[src/rtl/dtg_pkg.sv]
package dtg_pkg;
   localparam int ADDR_W = 3;
   localparam logic [ADDR_W-1:0] A_HPORCH = 3'd0;
   localparam logic [ADDR_W-1:0] A_VPORCH = 3'd1;
   localparam logic [ADDR_W-1:0] A_HSYNC  = 3'd2;
   localparam logic [ADDR_W-1:0] A_VSYNC  = 3'd3;
   localparam logic [ADDR_W-1:0] A_SIZE   = 3'd4;
   localparam logic [ADDR_W-1:0] A_CTRL   = 3'd5;
   localparam logic [ADDR_W-1:0] A_IRQEN  = 3'd6;
   localparam logic [ADDR_W-1:0] A_IRQCLR = 3'd7;

   localparam int C_RUN  = 0;
   localparam int C_HINV = 1;
   localparam int C_VINV = 2;
   localparam int C_PCLK = 3;

   localparam int N_IRQ  = 2;
   localparam int IRQ_FE = 0;
   localparam int IRQ_UF = 1;

   localparam int AX_H = 0;
   localparam int AX_V = 1;
   localparam int N_AX = 2;
endpackage

[src/rtl/dtg_regs.sv]
module dtg_regs
   import dtg_pkg::*;
#(
   parameter int CW      = 12,
   parameter int VSW_MAX = 15
) (
   input  logic              clk,
   input  logic              rst_n,
   input  logic              wr_en,
   input  logic [ADDR_W-1:0] wr_addr,
   input  logic [2*CW-1:0]   wr_data,
   input  logic              commit,
   output logic [CW-1:0]     l_hfp,
   output logic [CW-1:0]     l_hbp,
   output logic [CW-1:0]     l_hsw,
   output logic [CW-1:0]     l_vfp,
   output logic [CW-1:0]     l_vbp,
   output logic [CW-1:0]     l_vsw,
   output logic [CW-1:0]     l_wm1,
   output logic [CW-1:0]     l_hm1,
   output logic              run,
   output logic              hinv,
   output logic              vinv,
   output logic              pclk_on,
   output logic [N_IRQ-1:0]  irq_en,
   output logic [N_IRQ-1:0]  irq_clr
);
   localparam logic [CW-1:0] VSW_M1_MAX = CW'(VSW_MAX - 1);

   generate
      if (VSW_MAX < 1 || VSW_MAX > (1 << CW)) begin : g_bad_vsw
         $error("dtg_regs: VSW_MAX out of range");
      end
   endgenerate

   logic [CW-1:0] lo, hi;
   assign lo = wr_data[CW-1:0];
   assign hi = wr_data[2*CW-1:CW];

   logic [CW-1:0] s_hfp, s_hbp, s_hsw, s_vfp, s_vbp, s_vsw, s_wm1, s_hm1;

   always_ff @(posedge clk or negedge rst_n) begin
      if (!rst_n) begin
         s_hfp <= '0; s_hbp <= '0; s_hsw <= '0; s_vfp <= '0;
         s_vbp <= '0; s_vsw <= '0; s_wm1 <= '0; s_hm1 <= '0;
         run <= 1'b0; hinv <= 1'b0; vinv <= 1'b0; pclk_on <= 1'b0;
         irq_en <= '0;
      end else if (wr_en) begin
         case (wr_addr)
            A_HPORCH: begin s_hfp <= lo; s_hbp <= hi; end
            A_VPORCH: begin s_vfp <= lo; s_vbp <= hi; end
            A_HSYNC:  s_hsw <= lo;
            A_VSYNC:  s_vsw <= (lo > VSW_M1_MAX) ? VSW_M1_MAX : lo;
            A_SIZE:   begin s_wm1 <= lo; s_hm1 <= hi; end
            A_CTRL: begin
               run     <= lo[C_RUN];
               hinv    <= lo[C_HINV];
               vinv    <= lo[C_VINV];
               pclk_on <= lo[C_PCLK];
            end
            A_IRQEN:  irq_en <= lo[N_IRQ-1:0];
            default:  ;
         endcase
      end
   end

   assign irq_clr = (wr_en && wr_addr == A_IRQCLR) ? lo[N_IRQ-1:0] : '0;

   always_ff @(posedge clk or negedge rst_n) begin
      if (!rst_n) begin
         l_hfp <= '0; l_hbp <= '0; l_hsw <= '0; l_vfp <= '0;
         l_vbp <= '0; l_vsw <= '0; l_wm1 <= '0; l_hm1 <= '0;
      end else if (commit) begin
         l_hfp <= s_hfp; l_hbp <= s_hbp; l_hsw <= s_hsw; l_vfp <= s_vfp;
         l_vbp <= s_vbp; l_vsw <= s_vsw; l_wm1 <= s_wm1; l_hm1 <= s_hm1;
      end
   end

   p_vsw_clamp_r4: assert property (@(posedge clk) disable iff (!rst_n)
      l_vsw <= VSW_M1_MAX);
endmodule

[src/rtl/dtg_axis.sv]
module dtg_axis #(
   parameter int CW = 12
) (
   input  logic          clk,
   input  logic          rst_n,
   input  logic          run,
   input  logic          step,
   input  logic [CW-1:0] sync_m1,
   input  logic [CW-1:0] bp,
   input  logic [CW-1:0] act_m1,
   input  logic [CW-1:0] fp,
   output logic          sync_act,
   output logic          act,
   output logic [CW-1:0] pos,
   output logic          last
);
   localparam int TW = CW + 2;

   logic [TW-1:0] cnt, a0, a1, tot, diff;

   assign a0   = TW'(sync_m1) + TW'(1) + TW'(bp);
   assign a1   = a0 + TW'(act_m1) + TW'(1);
   assign tot  = a1 + TW'(fp);
   assign last = (cnt == tot - TW'(1));

   always_ff @(posedge clk or negedge rst_n) begin
      if (!rst_n)      cnt <= '0;
      else if (!run)   cnt <= '0;
      else if (step)   cnt <= last ? '0 : cnt + TW'(1);
   end

   assign sync_act = run && (cnt <= TW'(sync_m1));
   assign act      = run && (cnt >= a0) && (cnt < a1);
   assign diff     = cnt - a0;
   assign pos      = act ? diff[CW-1:0] : '0;

   logic unused_diff;
   assign unused_diff = ^diff[TW-1:CW];

   p_cnt_bound_r2: assert property (@(posedge clk) disable iff (!rst_n)
      cnt < tot);
   p_sync_excl_r2: assert property (@(posedge clk) disable iff (!rst_n)
      sync_act |-> !act);
endmodule

[src/rtl/dtg_irq.sv]
module dtg_irq #(
   parameter int N = 2
) (
   input  logic         clk,
   input  logic         rst_n,
   input  logic [N-1:0] set,
   input  logic [N-1:0] clr,
   input  logic [N-1:0] en,
   output logic [N-1:0] raw,
   output logic [N-1:0] masked,
   output logic         irq
);
   generate
      if (N < 1) begin : g_bad_n
         $error("dtg_irq: N must be at least 1");
      end
      for (genvar b = 0; b < N; b++) begin : g_bit
         always_ff @(posedge clk or negedge rst_n) begin
            if (!rst_n)      raw[b] <= 1'b0;
            else if (set[b]) raw[b] <= 1'b1;
            else if (clr[b]) raw[b] <= 1'b0;
         end

         p_clear_r11: assert property (@(posedge clk) disable iff (!rst_n)
            (clr[b] && !set[b]) |=> !raw[b]);
         p_set_wins_r11: assert property (@(posedge clk) disable iff (!rst_n)
            set[b] |=> raw[b]);
      end
   endgenerate

   assign masked = raw & en;
   assign irq    = |masked;
endmodule

[src/rtl/dtg_top.sv]
module dtg_top
   import dtg_pkg::*;
#(
   parameter int CW      = 12,
   parameter int PW      = 24,
   parameter int VSW_MAX = 15
) (
   input  logic              clk,
   input  logic              rst_n,
   input  logic              wr_en,
   input  logic [ADDR_W-1:0] wr_addr,
   input  logic [2*CW-1:0]   wr_data,
   input  logic              pix_valid,
   input  logic [PW-1:0]     pix_in,
   output logic              hsync,
   output logic              vsync,
   output logic              de,
   output logic [CW-1:0]     pix_x,
   output logic [CW-1:0]     pix_y,
   output logic [PW-1:0]     pix_out,
   output logic              pix_clk_en,
   output logic              irq,
   output logic [N_IRQ-1:0]  irq_status
);
   generate
      if (CW < 4 || CW > 16) begin : g_bad_cw
         $error("dtg_top: CW must lie in 4..16");
      end
      if (PW < 1) begin : g_bad_pw
         $error("dtg_top: PW must be positive");
      end
   endgenerate

   logic [CW-1:0] l_hfp, l_hbp, l_hsw, l_vfp, l_vbp, l_vsw, l_wm1, l_hm1;
   logic          run, hinv, vinv, pclk_on, frame_end, commit;
   logic [N_IRQ-1:0] irq_en, irq_clr, ev_set, st_raw;

   assign commit = frame_end || !run;

   dtg_regs #(.CW(CW), .VSW_MAX(VSW_MAX)) u_regs (
      .clk(clk), .rst_n(rst_n), .wr_en(wr_en), .wr_addr(wr_addr),
      .wr_data(wr_data), .commit(commit),
      .l_hfp(l_hfp), .l_hbp(l_hbp), .l_hsw(l_hsw), .l_vfp(l_vfp),
      .l_vbp(l_vbp), .l_vsw(l_vsw), .l_wm1(l_wm1), .l_hm1(l_hm1),
      .run(run), .hinv(hinv), .vinv(vinv), .pclk_on(pclk_on),
      .irq_en(irq_en), .irq_clr(irq_clr)
   );

   logic [CW-1:0] ax_sync [N_AX];
   logic [CW-1:0] ax_bp   [N_AX];
   logic [CW-1:0] ax_act  [N_AX];
   logic [CW-1:0] ax_fp   [N_AX];
   logic [CW-1:0] ax_pos  [N_AX];
   logic [N_AX-1:0] ax_step, ax_sact, ax_in, ax_last;

   assign ax_sync[AX_H] = l_hsw; assign ax_bp[AX_H] = l_hbp;
   assign ax_act[AX_H]  = l_wm1; assign ax_fp[AX_H] = l_hfp;
   assign ax_sync[AX_V] = l_vsw; assign ax_bp[AX_V] = l_vbp;
   assign ax_act[AX_V]  = l_hm1; assign ax_fp[AX_V] = l_vfp;
   assign ax_step[AX_H] = 1'b1;
   assign ax_step[AX_V] = ax_last[AX_H];

   generate
      for (genvar a = 0; a < N_AX; a++) begin : g_axis
         dtg_axis #(.CW(CW)) u_axis (
            .clk(clk), .rst_n(rst_n), .run(run), .step(ax_step[a]),
            .sync_m1(ax_sync[a]), .bp(ax_bp[a]), .act_m1(ax_act[a]),
            .fp(ax_fp[a]), .sync_act(ax_sact[a]), .act(ax_in[a]),
            .pos(ax_pos[a]), .last(ax_last[a])
         );
      end
   endgenerate

   assign frame_end  = run && ax_last[AX_H] && ax_last[AX_V];
   assign de         = ax_in[AX_H] && ax_in[AX_V];
   assign pix_x      = de ? ax_pos[AX_H] : '0;
   assign pix_y      = de ? ax_pos[AX_V] : '0;
   assign hsync      = ax_sact[AX_H] ^ hinv;
   assign vsync      = ax_sact[AX_V] ^ vinv;
   assign pix_out    = (de && pix_valid) ? pix_in : '0;
   assign pix_clk_en = pclk_on;

   assign ev_set[IRQ_FE] = frame_end;
   assign ev_set[IRQ_UF] = de && !pix_valid;

   dtg_irq #(.N(N_IRQ)) u_irq (
      .clk(clk), .rst_n(rst_n), .set(ev_set), .clr(irq_clr), .en(irq_en),
      .raw(st_raw), .masked(irq_status), .irq(irq)
   );

   p_fe_sticky_r8: assert property (@(posedge clk) disable iff (!rst_n)
      frame_end |=> st_raw[IRQ_FE]);
   p_uf_sticky_r9: assert property (@(posedge clk) disable iff (!rst_n)
      (de && !pix_valid) |=> st_raw[IRQ_UF]);
   p_live_hold_r7: assert property (@(posedge clk) disable iff (!rst_n)
      (run && !frame_end) |=> ($stable(l_wm1) && $stable(l_hfp) && $stable(l_vsw)));
   p_irq_quiet_r10: assert property (@(posedge clk) disable iff (!rst_n)
      (irq_en == '0) |-> !irq);
   p_idle_r12: assert property (@(posedge clk) disable iff (!rst_n)
      !run |-> (!de && !frame_end && pix_x == '0 && pix_y == '0));
endmodule

[config.mk]
export PLATFORM = sky130hd
export DESIGN_NAME = dtg_top
export DESIGN_NICKNAME = d
export VERILOG_FILES = /design/src/rtl/dtg_pkg.sv /design/src/rtl/dtg_regs.sv /design/src/rtl/dtg_axis.sv /design/src/rtl/dtg_irq.sv /design/src/rtl/dtg_top.sv
export SDC_FILE = /design/constraint.sdc
export NUM_CORES = 1
export LEC_CHECK = 0
export BUFFER_PORTS_ARGS = -buffer_cell sky130_fd_sc_hd__buf_2
export CAP_MARGIN = 5
export CORE_MARGIN = 3
export CORE_UTILIZATION = 50
export CTS_BUF_LIST = sky130_fd_sc_hd__clkbuf_2 sky130_fd_sc_hd__clkbuf_4 sky130_fd_sc_hd__clkbuf_8
export CTS_CLUSTER_DIAMETER = 80
export DETAILED_ROUTE_END_ITERATION = 8
export PLACE_DENSITY = 0.68
export SYNTH_ARGS = -nofsm -noshare
export SYNTH_HDL_FRONTEND = slang
export SYNTH_HIERARCHICAL = 1
export SYNTH_SLANG_ARGS = --single-unit
[constraint.sdc]
create_clock -name clk -period 7.81 [get_ports clk]
set_input_delay 1.562 -clock clk [delete_from_list [all_inputs] [get_ports clk]]
set_output_delay 1.562 -clock clk [all_outputs]
set_load 0.05 [all_outputs]
==> flow_results.org, run 1 <==
** Route
- Via-to-Cell Ratio :: 5.82
- Detailed Routing Iterations Pass 1 :: 5
- First DRT Iteration DRCs :: 920
- After detailed routing, the total wire length is 43800 µm.
- Routed wirelength normalized by instance count :: 19.4 µm
- Total number of vias :: 13200
- Antenna-violating nets left :: 0
- For this run, design rule violations remaining after detail routing come to 0.

** Setup path
- Data required time at the worst endpoint :: 6250 ps
- Category of the most critical setup path :: reg -> out
- Startpoint types :: flip-flop
- Startpoint of the worst setup timing path :: u_regs/l_vsw[1]
- STA classifies the critical path endpoint as a primary output.
- Max Fanout on Critical Path :: 40
- At the worst endpoint, the arrival time is 5940 ps.
- The worst register-to-register path begins at u_regs/l_hsw[0].

** Yosys
- Of all flip-flops after synthesis, the portion carrying an async set or reset was 100%.
- Most instantiated cells after synthesis :: sky130_fd_sc_hd__dfrtp_1, sky130_fd_sc_hd__mux2_2, sky130_fd_sc_hd__ha_1
- Averaged over all synthesized cells, the footprint is 10.0 µm².
- Yosys mapped a number of flops with a built-in enable equal to 0.
- Yosys attributes the largest share of cell area to sky130_fd_sc_hd__dfrtp_1, sky130_fd_sc_hd__mux2_2, sky130_fd_sc_hd__ha_1.
- Post-synthesis instance area :: 0.0166 mm²
- Sequential share of the synthesized area :: 34.4%
- Register bit count reported by yosys :: 228
- Yosys printed 6 warnings.
- The biggest area contributor in the post-synthesis netlist is sky130_fd_sc_hd__dfrtp_1.
- Counting distinct cell types in the post-synthesis netlist gives 93.
- The most used flip-flop cell after synthesis is sky130_fd_sc_hd__dfrtp_1.
- In the post-synthesis netlist, the cell with the most instances is sky130_fd_sc_hd__dfrtp_1.
- Share of Yosys cell area claimed by the top area cell type :: 34.4%
- Syn Inst Count :: 1656

** Hold path
- Worst min-delay path class :: reg -> reg
- The worst hold path begins at u_regs/s_vsw[6].

** GRT
- First-pass GRT wire length :: 68400 µm
- Global-route total usage across every layer :: 24.2%
- Entering global routing, the biggest net connects 176 pins.
- The number of global-route vias before repair was 12700.
- Antenna violations before repair :: 0
- For this run the aggregate overflow at the end of global routing stands at 0.

** Die
- Horizontal extent of the die :: 188 µm
- The floorplan step set the die height to 188 µm.
- Row Count :: 66
- In this run the count of I/O pins placed on the die edge is 110.
- Core area :: 0.0326 mm²
- Once the floorplan was initialized, standard cells occupied 50.9% of the core.
- The die covers 0.0354 mm².

** Cells and area
- Top reg by flops :: g_axis.u_axis/cnt
- Of the cells placed in the final design, the portion with a size suffix greater than 1 is 25.5%.
- Area Growth Syn to Fin :: 14.0%
- Post-route cell area :: 0.0189 mm²
- Summing all multi-input logic gate instances after layout gives 0.0103 mm².
- Fillers :: 2813
- Across the whole layout, storage elements account for 0.00571 mm².
- The number of antenna diodes in the final layout is 0.
- Nets :: 2013
- Flip-flop count of the largest register, all copies and words added :: 28

** Timing
- Tightest Pin Transition :: 1080 ps
- The count of final hold-check violations was 0.
- Post-route clock period utilization :: 96.1%
- Unrepaired setup endpoints after global routing :: yes
- Derived from the worst setup path, the maximum achievable clock frequency is 133 MHz.
- Tmin final :: 7510 ps
- Count of final setup violators :: 0
- Hold WS :: 474 ps
- Worst-case clock skew :: 26.6 ps
- The number of pins exceeding their max-slew limit in the final report was 0.
- In this run the tightest slew margin relative to its limit is 27.4%.

** CTS
- The clock drives 228 sinks.
- TritonCTS clock tree :: done
- Clock-pin slew was measured on the worst setup and hold paths at 60 ps.
- Number of H-tree branching levels :: 2
- Clock tree synthesis inserted a total of 40 buffers.
- CTS Buffer Depth :: 3
- The cell sitting at the root of the clock tree is a sky130_fd_sc_hd__clkbuf_8.
- Clock latency of the later-clocked register in the worst-skew pair :: 560 ps

** Place
- Detailed placement ended at an HPWL of 33000 µm.
- The congestion estimate from routability-driven global placement came to 0.914.
- Area after detailed placement :: 0.0176 mm²
- Number of buffers inserted by port buffering :: 109

** Outcome
- The flow ran to the end, and the final reports show no timing, DRC or antenna violations.

** Flow run
- Max-capacitance violation count :: 0
cell type report:
type | instances | share of cell area [%]
multi-input cells | 1243 | 54.3
flip-flops and latches | 228 | 30.2
repair buffers | 130 | 4.59
clock buffers | 59 | 4.06
well taps | 442 | 2.92
inverters | 144 | 2.87
clock inverters | 15 | 1.12
critical path, cell delays in order (launching register included):
cell and delay (ps):
sky130_fd_sc_hd__dfrtp_1 440, sky130_fd_sc_hd__ha_1 310, sky130_fd_sc_hd__a21o_1 170, sky130_fd_sc_hd__a21o_1 190
sky130_fd_sc_hd__a21o_1 190, sky130_fd_sc_hd__a31o_2 250, sky130_fd_sc_hd__a41o_1 250, sky130_fd_sc_hd__o41a_1 360
sky130_fd_sc_hd__xor2_1 230, sky130_fd_sc_hd__ha_1 310, sky130_fd_sc_hd__and2_1 160, sky130_fd_sc_hd__and4_1 230
sky130_fd_sc_hd__nor3_2 200, sky130_fd_sc_hd__xnor2_1 140, sky130_fd_sc_hd__ha_1 210, sky130_fd_sc_hd__a211oi_2 210
sky130_fd_sc_hd__o2111ai_1 140, sky130_fd_sc_hd__a2bb2oi_1 170, sky130_fd_sc_hd__a211oi_2 250, sky130_fd_sc_hd__a21oi_4 160
sky130_fd_sc_hd__inv_4 130, sky130_fd_sc_hd__buf_12 180, sky130_fd_sc_hd__and4_1 210, sky130_fd_sc_hd__buf_2 260
placed cells by master, fill, tap and decap left out, types with 51 or more instances in the layout:
master and count:
sky130_fd_sc_hd__dfrtp_1 228, sky130_fd_sc_hd__mux2_2 185, sky130_fd_sc_hd__ha_1 162, sky130_fd_sc_hd__inv_1 143, sky130_fd_sc_hd__nor2_1 86, sky130_fd_sc_hd__buf_2 83
sky130_fd_sc_hd__xnor2_1 67, sky130_fd_sc_hd__a21oi_1 66, sky130_fd_sc_hd__nand2_1 60, sky130_fd_sc_hd__clkbuf_8 52, sky130_fd_sc_hd__o21ai_0 51
metrics by stage:
stage | instances | TNS (ps) | util, % | setup WS (ps)
detailed placement | 2181 | -416 | 54.1 | -71.9
CTS | 2255 | 0 | 57.3 | 0.324
global route | 2261 | -176 | 58.0 | -105
floorplan | 1662 | 0 | - | 864
global placement | 2181 | 0 | 54.1 | 228
finish | 2261 | 0 | 58.0 | 305
final timing paths:
| check | end | slack, ps | cells after the start |
|---|---|---|---|
| worst max-delay path | pix_out[23] | 300 | 23 |
| worst min-delay path | u_regs/s_vsw[6] | 470 | 1 |
| worst max register to register | g_axis[1].u_axis/cnt[13] | 510 | 32 |
| worst min register to register | u_regs/s_vsw[6] | 470 | 1 |
| max in group asynchronous | u_regs/s_hbp[8] | 5630 | 2 |
| min in group asynchronous | u_regs/s_hfp[1] | 940 | 1 |
kinds of logic after synthesis:
logic type / count (synthesis) / share of synthesized area (%)
AND/OR/NAND/NOR: 438 / 15.0
AO/OA/AOI/OAI: 325 / 13.5
flip-flops: 228 / 34.4
multiplexers: 192 / 13.0
buffers and inverters: 191 / 5.00
adder cells (fa/ha/maj): 171 / 13.3
XOR/XNOR: 110 / 5.81
other: 1 / 0.0226
layer usage:
layer | track usage (%) | wire, µm | vias up
met1 | 35.1 | 20900 | 6471
met3 | 3.20 | 2010 | 67
met5 | 0 | 0 | -
met2 | 37.8 | 19500 | 344
met4 | 7.39 | 1340 | 0
li1 | - | - | 6272
what timing repair did:
item / CTS / global route
setup buffers: 0 / 5
pin swaps: 0 / 4
endpoints found under the setup margin: 107 / 157
gates resized for setup: 20 / 51
hold buffers: 0 / 0
gates cloned: 0 / 1
Power of run 1 is not shown: default switching activity piles up to over one toggle a cycle in this logic, so the estimate is an artifact.
==> inputs of run 2 (changes only) <==
GPL_TIMING_DRIVEN = 0   (was not set)
SETUP_SLACK_MARGIN = 0.4   (was not set)
==> run 2 against run 1 <==
  * Register-to-register slack improved by 180 ps
  * Hold slack better by 4.1 ps
  * Critical path depth grew 2
  * Non-clock buffer count rose by 54
  * Utilization grew 2.9 points
  * Final area up 5.0%
  * Routed wire length increased by 4.0%
  * Critical path type unchanged
  * Highest routed layer unchanged
==> flow_results.org, run 2 (synthesis results as in run 1) <==
** Outcome
- Run status :: completed

** Timing
- The minimum period implied by the final worst setup slack is 7320 ps (-187 ps).
- The count of final hold-check violations is 0 (unchanged).
- The post-route fraction of the period consumed by the critical path is 93.7% (-2.4 points).
- Unrepaired setup endpoints after global routing :: yes
- Count of pins over their slew limit :: 0 (unchanged)
- Maximum operating frequency :: 137 MHz (+2.6%)
- The final worst clock skew is 28.9 ps (+2.24 ps).
- Normalized max-slew margin :: 39.5% (+12 points)
- The transition time of the tightest slew-check pin was 896 ps (-189 ps).
- The number of setup violations in the final report was 0 (unchanged).

** GRT
- The wire length of the first global-routing pass was 70600 µm (+3.2%).
- Maximum number of pins on one net before global-route repair :: 125 (-29%)
- The aggregate global-route resource usage was 25.0% (+0.86 points).
- The total grt overflow is 0 (unchanged).
- Antenna violations before repair :: 3 (+3)
- The number of global-route vias before repair is 13100 (+3.3%).

** Cells and area
- The net count reported at finish is 2068 (+2.7%).
- The number of standard cells in the layout, taps in and fillers out is 2316 (+2.4%).
- The library cell used most frequently in the layout, excluding fill and tap cells, is sky130_fd_sc_hd__dfrtp_1.
- Compared with the post-synthesis result, the final layout area differs by 19.7%.
- Leaving out fill and tap cells, the most frequent cells in the layout are sky130_fd_sc_hd__dfrtp_1, sky130_fd_sc_hd__mux2_2, sky130_fd_sc_hd__ha_1.
- Top reg by flops :: g_axis.u_axis/cnt
- Flip-flop count of the largest register, all copies and words added :: 28 (unchanged)
- The share of layout cells above drive strength 1 was 30.1% (+4.7 points).

** Route
- The detailed-routed wire length on met3 was 2170 µm (+7.5%).
- The number of remaining DRC errors was 0 (unchanged).
- The detailed route wirelength on metal2 is 20300 µm (+3.8%).
- The vias per cell was 5.80 (-0.35%).
- The total detailed-routing wirelength was 45500 µm (+4.0%).
- The wire length per cell is 19.6 µm (+1.5%).
- The overall via count from detail_route was 13400 (+2.1%).
- Detailed Routing Iterations Pass 1 :: 5 (unchanged)
- Highest Signal Layer :: met4
- Routed length on met1 :: 21500 µm (+3.1%)
- First DRT Iteration DRCs :: 828 (-10%)
- Antenna-violating nets left :: 0 (unchanged)

** CTS
- Clk pin slew, worst setup/hold paths :: 60 ps (about the same)
- TritonCTS built the clock tree.
- Clock latency of the later-clocked register in the worst-skew pair :: 550 ps (about the same)
- Num Clock Sinks :: 228 (unchanged)
- Clock root buffer master :: sky130_fd_sc_hd__clkbuf_8
- Number of H-tree branching levels :: 2 (unchanged)
- Number of buffers created by CTS :: 40 (unchanged)
- The buffer depth of the longest clock path is 3 (unchanged).

** Setup path
- The top fanout value on the critical path is 10 (-75%).
- Largest stage delay on the critical path :: 440 ps (about the same)
- Count of cells along the worst register-to-register path :: 32 (unchanged)
- Category of the worst setup path capture point :: primary output
- The data arrival time of the critical path is 5760 ps (-180 ps).
- CP top delay family :: compound AO/OA/AOI/OAI gates
- Reg2Reg Setup Slack :: 690 ps (+180 ps)
- Startpoint types :: flip-flop
- Counting stages on the worst path, the most repeated cell is sky130_fd_sc_hd__a21o_1.
- Slowest cell on the critical path :: sky130_fd_sc_hd__o41a_1
- The critical path depth in cells was 25 (+8.7%).
- Reg-to-reg startpoint :: u_regs/l_hsw[0]
- Data required time at the worst endpoint :: 6250 ps (about the same)
- Startpoint of the worst setup timing path :: u_regs/l_vbp[0]
- The worst path buffer plus inverter count was 5 (+2).
- Category of the most critical setup path :: reg -> out

** Die
- The number of rows in the core area was 66 (unchanged).
- The full die area was 0.0354 mm² (unchanged).
- Initial Utilization :: 50.9% (unchanged)
- The core box area came to 0.0326 mm² (unchanged).
- The horizontal die dimension was 188 µm (unchanged).
- Vertical die dimension :: 188 µm (unchanged)
- The count of boundary I/O pins came to 110 (unchanged).

** Hold path
- Startpoint of the lowest-slack hold path :: u_regs/s_vsw[9]
- Cell depth of the worst min-delay path :: 1 (unchanged)
- Worst min-delay path class :: reg -> reg

** Place
- Post-detail-place hpwl :: 34200 µm (+3.5%)
- GPL Wtd Cong :: 0.903 (-1.1%)
- Number of buffers inserted by port buffering :: 107 (-1.8%)
- Cell total after placement :: 2213 (+1.5%)

** Flow run
- Max-capacitance violation count :: 0 (unchanged)
## run 2: changes by cell type in the layout (fill, tap and decap cells not counted), moves of 5 or more
cell,change
sky130_fd_sc_hd__buf_6,+57
sky130_fd_sc_hd__buf_2,-16
sky130_fd_sc_hd__buf_4,+16
sky130_fd_sc_hd__ha_1,-12
sky130_fd_sc_hd__buf_8,+6
sky130_fd_sc_hd__clkbuf_8,-6
sky130_fd_sc_hd__ha_2,+6
sky130_fd_sc_hd__ha_4,+6
sky130_fd_sc_hd__xnor2_1,-6
sky130_fd_sc_hd__buf_12,-5
sky130_fd_sc_hd__clkbuf_1,+5
## run 2: stage by stage
stage | TNS, ps | area (µm²) | hold slack (ps) | setup slack, ps | util (%)
2_1_floorplan | 0 | 16600 | 438 | 864 | -
3_3_place_gp | -99030 | 17700 | 463 | -1120 | 54.3
3_5_place_dp | -30270 | 17800 | 465 | -509 | 54.4
4_1_cts | 0 | 19000 | 483 | 395 | 58.2
5_1_grt | 0 | 19900 | 497 | 296 | 60.9
6_report | 0 | 19900 | 478 | 492 | 60.9
## run 2: path summary, 6_finish.rpt
check                                                to
worst max-delay path                           pix_y[3]
worst min-delay path                    u_regs/s_vsw[9]
worst max register to register          u_regs/l_vfp[4]
worst min register to register          u_regs/s_vsw[9]
max in group asynchronous               u_regs/l_hm1[2]
min in group asynchronous       g_axis[1].u_axis/cnt[2]
## run 2: area by class of cell
| cell class | instances | area, µm² |
|---|---|---|
| diodes | 3 | 7.51 |
| plain buffers | 47 | 394 |
| clock buffers | 61 | 739 |
| clock inverters | 10 | 138 |
| fillers | 2755 | 12800 |
| inverters | 144 | 546 |
| multi-input cells | 1244 | 10700 |
| flip-flops and latches | 228 | 5710 |
| well taps | 442 | 553 |
| repair buffers | 137 | 1130 |
## run 2: metal layers
| metal | track usage, % | vias to the layer above |
|---|---|---|
| li1 | - | 6372 |
| met4 | 9.06 | 0 |
| met2 | 37.8 | 322 |
| met1 | 36.6 | 6654 |
| met3 | 3.80 | 79 |
| met5 | 0 | - |
## run 2: what timing repair did
| item | 4_1_cts | 5_1_grt |
|---|---|---|
| pin swaps | 5 | 51 |
| buffers inserted | 2 | 24 |
| cloned | 0 | 3 |
| hold endpoints to repair | 0 | 0 |
| setup endpoints to repair | 157 | 157 |
| gates resized for setup | 107 | 162 |
| hold buffers | 0 | 0 |
Power of run 2 is left out for the same reason.
==> inputs of run 3 (changes only) <==
CORE_UTILIZATION = 60   (was 50)
PLACE_DENSITY = 0.79   (was 0.68)
==> run 3 against run 2 <==
  * Final cell count down 3.2%
  * Final area down 1.3%
  * Highest routed layer unchanged
  * Non-clock buffer count up 2
  * First-iteration DRC count up 23%
  * Register-to-register slack worse by 60 ps
  * Hold slack better by 4.7 ps
  * Critical path depth down 2
  * Sequential share of layout area up 0.37 points
==> flow_results.org, run 3 (synthesis results as in run 1) <==
** GRT
- Antenna violations before repair :: 2 (-1)
- The number of global-route vias before repair is 13400 (+2.0%).
- The aggregate global-route resource usage is 30.0% (+5.0 points).
- The wire length of the first global-routing pass was 70500 µm (-0.21%).
- The total grt overflow was 0 (unchanged).
- Maximum number of pins on one net before global-route repair :: 130 (+4.0%)

** Timing
- The remaining max-slew budget at the tightest pin was 47.1% (+7.6 points).
- Count of pins over their slew limit :: 0 (unchanged)
- The highest clock frequency the design can meet is 136 MHz (-0.21%).
- Unrepaired setup endpoints after global routing :: yes
- The count of final hold-check violations came to 0 (unchanged).
- The minimum period implied by the final worst setup slack came to 7330 ps (+15.5 ps).
- Tightest Pin Transition :: 789 ps (-106 ps)
- Count of final setup violators :: 0 (unchanged)
- Setup tns final :: 0 ps (unchanged)
- Post-route clock period utilization :: 93.9% (+0.20 points)
- The final worst clock skew is 31.4 ps (+2.57 ps).

** Setup path
- The critical path is of the reg -> out type.
- Startpoint of the worst setup timing path :: u_regs/l_vsw[1]
- The setup slack of the most critical reg-to-reg path came to 630 ps (-60 ps).
- The worst setup path is launched from a flip-flop.
- The endpoint identified for the worst register-to-register timing path is u_regs/l_hsw[1].
- Reg-to-reg startpoint :: u_regs/l_hsw[0]
- Traced cell by cell, the critical path runs through ha_1 -> a21o_1 -> a21o_1 -> a21o_1 -> a31o_2 -> a41o_1 -> o41a_1 -> xor2_2 -> ha_4 -> and2_4 -> a22o_4 -> nor3_4 -> xnor2_2 -> ha_2 -> a211oi_2 -> o2111ai_2 -> a2bb2oi_2 -> a211oi_2 -> a21oi_4 -> clkinv_4 -> buf_2 -> and3_1 -> buf_4.
- Category of the worst setup path capture point :: primary output
- Cell mode on critical path :: sky130_fd_sc_hd__a21o_1
- The most critical setup path has its endpoint at pix_x[2].
- CP top delay family :: compound AO/OA/AOI/OAI gates
- Slowest cell on the critical path :: sky130_fd_sc_hd__o41a_1
- The worst path buffer plus inverter count is 3 (-2).
- Crit path arrival time :: 5770 ps (about the same)
- Count of cell instances traversed by the critical path :: 23 (-8.0%)
- Data required time at the worst endpoint :: 6250 ps (about the same)
- Max Fanout on Critical Path :: 9 (-1)
- Count of cells along the worst register-to-register path :: 30 (-6.3%)
- Largest stage delay on the critical path :: 430 ps (about the same)

** Route
- Routed length on met1 :: 20200 µm (-6.3%)
- Met3 Wirelength :: 3120 µm (+44%)
- Met2 layer wire length in the routed design :: 20700 µm (+2.3%)
- The wire length per cell came to 20.4 µm (+3.7%).
- Total detailed-routing wirelength :: 45700 µm (+0.38%)
- The number of nets with antenna violations after detailed routing came to 0 (unchanged).
- The count of TritonRoute iterations in the first routing pass came to 5 (unchanged).
- Via-to-Cell Ratio :: 6.12 (+5.5%)
- Highest Signal Layer :: met4
- Total number of vias :: 13700 (+2.1%)
- Number of remaining DRC errors :: 0 (unchanged)
- The number of design-rule violations left by the first detailed-router iteration was 1019 (+23%).

** Die
- The full die area is 0.0297 mm² (-16%).
- Initial Utilization :: 61.2% (+10 points)
- The number of rows in the core area is 60 (-9.1%).
- The horizontal die dimension came to 172 µm (-8.4%).
- Count of boundary I/O pins :: 110 (unchanged)
- The die height is 172 µm (-8.4%).
- Core area :: 0.0271 mm² (-17%)

** Cells and area
- The fill cell instance count of the final layout came to 1927 (-30%).
- The share of layout cells above drive strength 1 was 29.7% (-0.47 points).
- Leaving out fill and tap cells, the most frequent cells in the layout are sky130_fd_sc_hd__dfrtp_1, sky130_fd_sc_hd__mux2_2, sky130_fd_sc_hd__ha_1.
- Nets :: 2069 (+0.048%)
- The library cell used most frequently in the layout, excluding fill and tap cells, is sky130_fd_sc_hd__dfrtp_1.
- More flip-flops sit in one register than any other, and that register is g_axis.u_axis/cnt.
- Compared with the post-synthesis result, the final layout area differs by 18.2%.
- Flip-flop count of the largest register, all copies and words added :: 28 (unchanged)
- Post-route cell area :: 0.0196 mm² (-1.3%)

** Outcome
- Run status :: completed

** Place
- The cell area reported after detailed placement is 0.0177 mm² (-0.54%).
- Post-detail-place hpwl :: 33500 µm (-2.0%)
- The weighted congestion reported at the end of routability-driven placement is 0.967 (+7.1%).
- The count of input and output buffers was 107 (unchanged).

** CTS
- Number of buffers created by CTS :: 39 (-2.5%)
- Num Clock Sinks :: 228 (unchanged)
- TritonCTS clock tree :: done
- The hold buffer count at cts came to 0 (unchanged).
- The clock input transition at the sequential cells of the worst setup and hold paths was 60 ps (about the same).
- Clock root buffer master :: sky130_fd_sc_hd__clkbuf_8
- The clock insertion delay at the later pin of the skew report came to 550 ps (about the same).
- CTS Buffer Depth :: 3 (unchanged)
- The H-tree level count is 2 (unchanged).

** Hold path
- Startpoint of the lowest-slack hold path :: u_regs/s_vsw[5]
- The tightest min-delay check is of the reg -> reg type.

** Flow run
- The count of max-cap constraint violations is 0 (unchanged).
[run 3: area by class of cell]
| class | count | area (µm²) | area share [%] |
|---|---|---|---|
| antenna | 2 | 5.00 | 0.0255 |
| buffer | 47 | 403 | 2.05 |
| clock buffer | 55 | 713 | 3.64 |
| clock inverter | 10 | 88.8 | 0.453 |
| inverter | 144 | 546 | 2.78 |
| multi-input combinational | 1244 | 10600 | 54.1 |
| sequential | 228 | 5710 | 29.1 |
| tap | 372 | 465 | 2.37 |
| timing repair buffer | 139 | 1080 | 5.51 |
[run 3: stage by stage]
| stage | utilization, % | std cells | hold WS, ps | setup WS, ps |
|---|---|---|---|---|
| final | 72.4 | 2241 | 483 | 476 |
| after floorplan | - | 1662 | 438 | 864 |
| after detailed placement | 65.1 | 2142 | 469 | -995 |
| after CTS | 69.4 | 2211 | 483 | 400 |
| after global placement | 65.0 | 2141 | 463 | -822 |
| after global routing | 72.4 | 2241 | 492 | 189 |
[run 3: worst min path at each step]
stage	to	slack (ps)	cells after the start
floorplan	u_regs/s_vsw[0]	440	2
global placement	u_regs/s_vsw[7]	460	1
detailed placement	u_regs/s_vsw[5]	470	1
CTS	u_regs/s_vsw[5]	480	1
global route	u_regs/s_vsw[5]	490	1
finish	u_regs/s_vsw[5]	480	1
[run 3: metal layers]
metal	track usage (%)	vias up
met5	0	-
met2	46.3	512
met4	11.2	0
li1	-	6369
met1	43.3	6722
met3	4.02	107
[run 3: timing repair]
| item | in CTS | in global routing |
|---|---|---|
| resized for setup | 99 | 154 |
| buffers inserted | 4 | 23 |
| endpoints found under the setup margin | 160 | 157 |
| gates cloned | 0 | 5 |
| pin swaps | 4 | 56 |
[run 3: worst register-to-register path, delay by kind of cell (launching register included)]
family | cells | cell delay (ps)
muxes | 1 | 360
xor gates and xnor gates | 2 | 370
and+or+nand+nor | 11 | 2140
DFF | 1 | 410
AOI/OAI and AO/OA | 8 | 2040
buffers and inverters | 4 | 650
adders and majority gates | 4 | 1090
Power of run 3 is left out for the same reason.
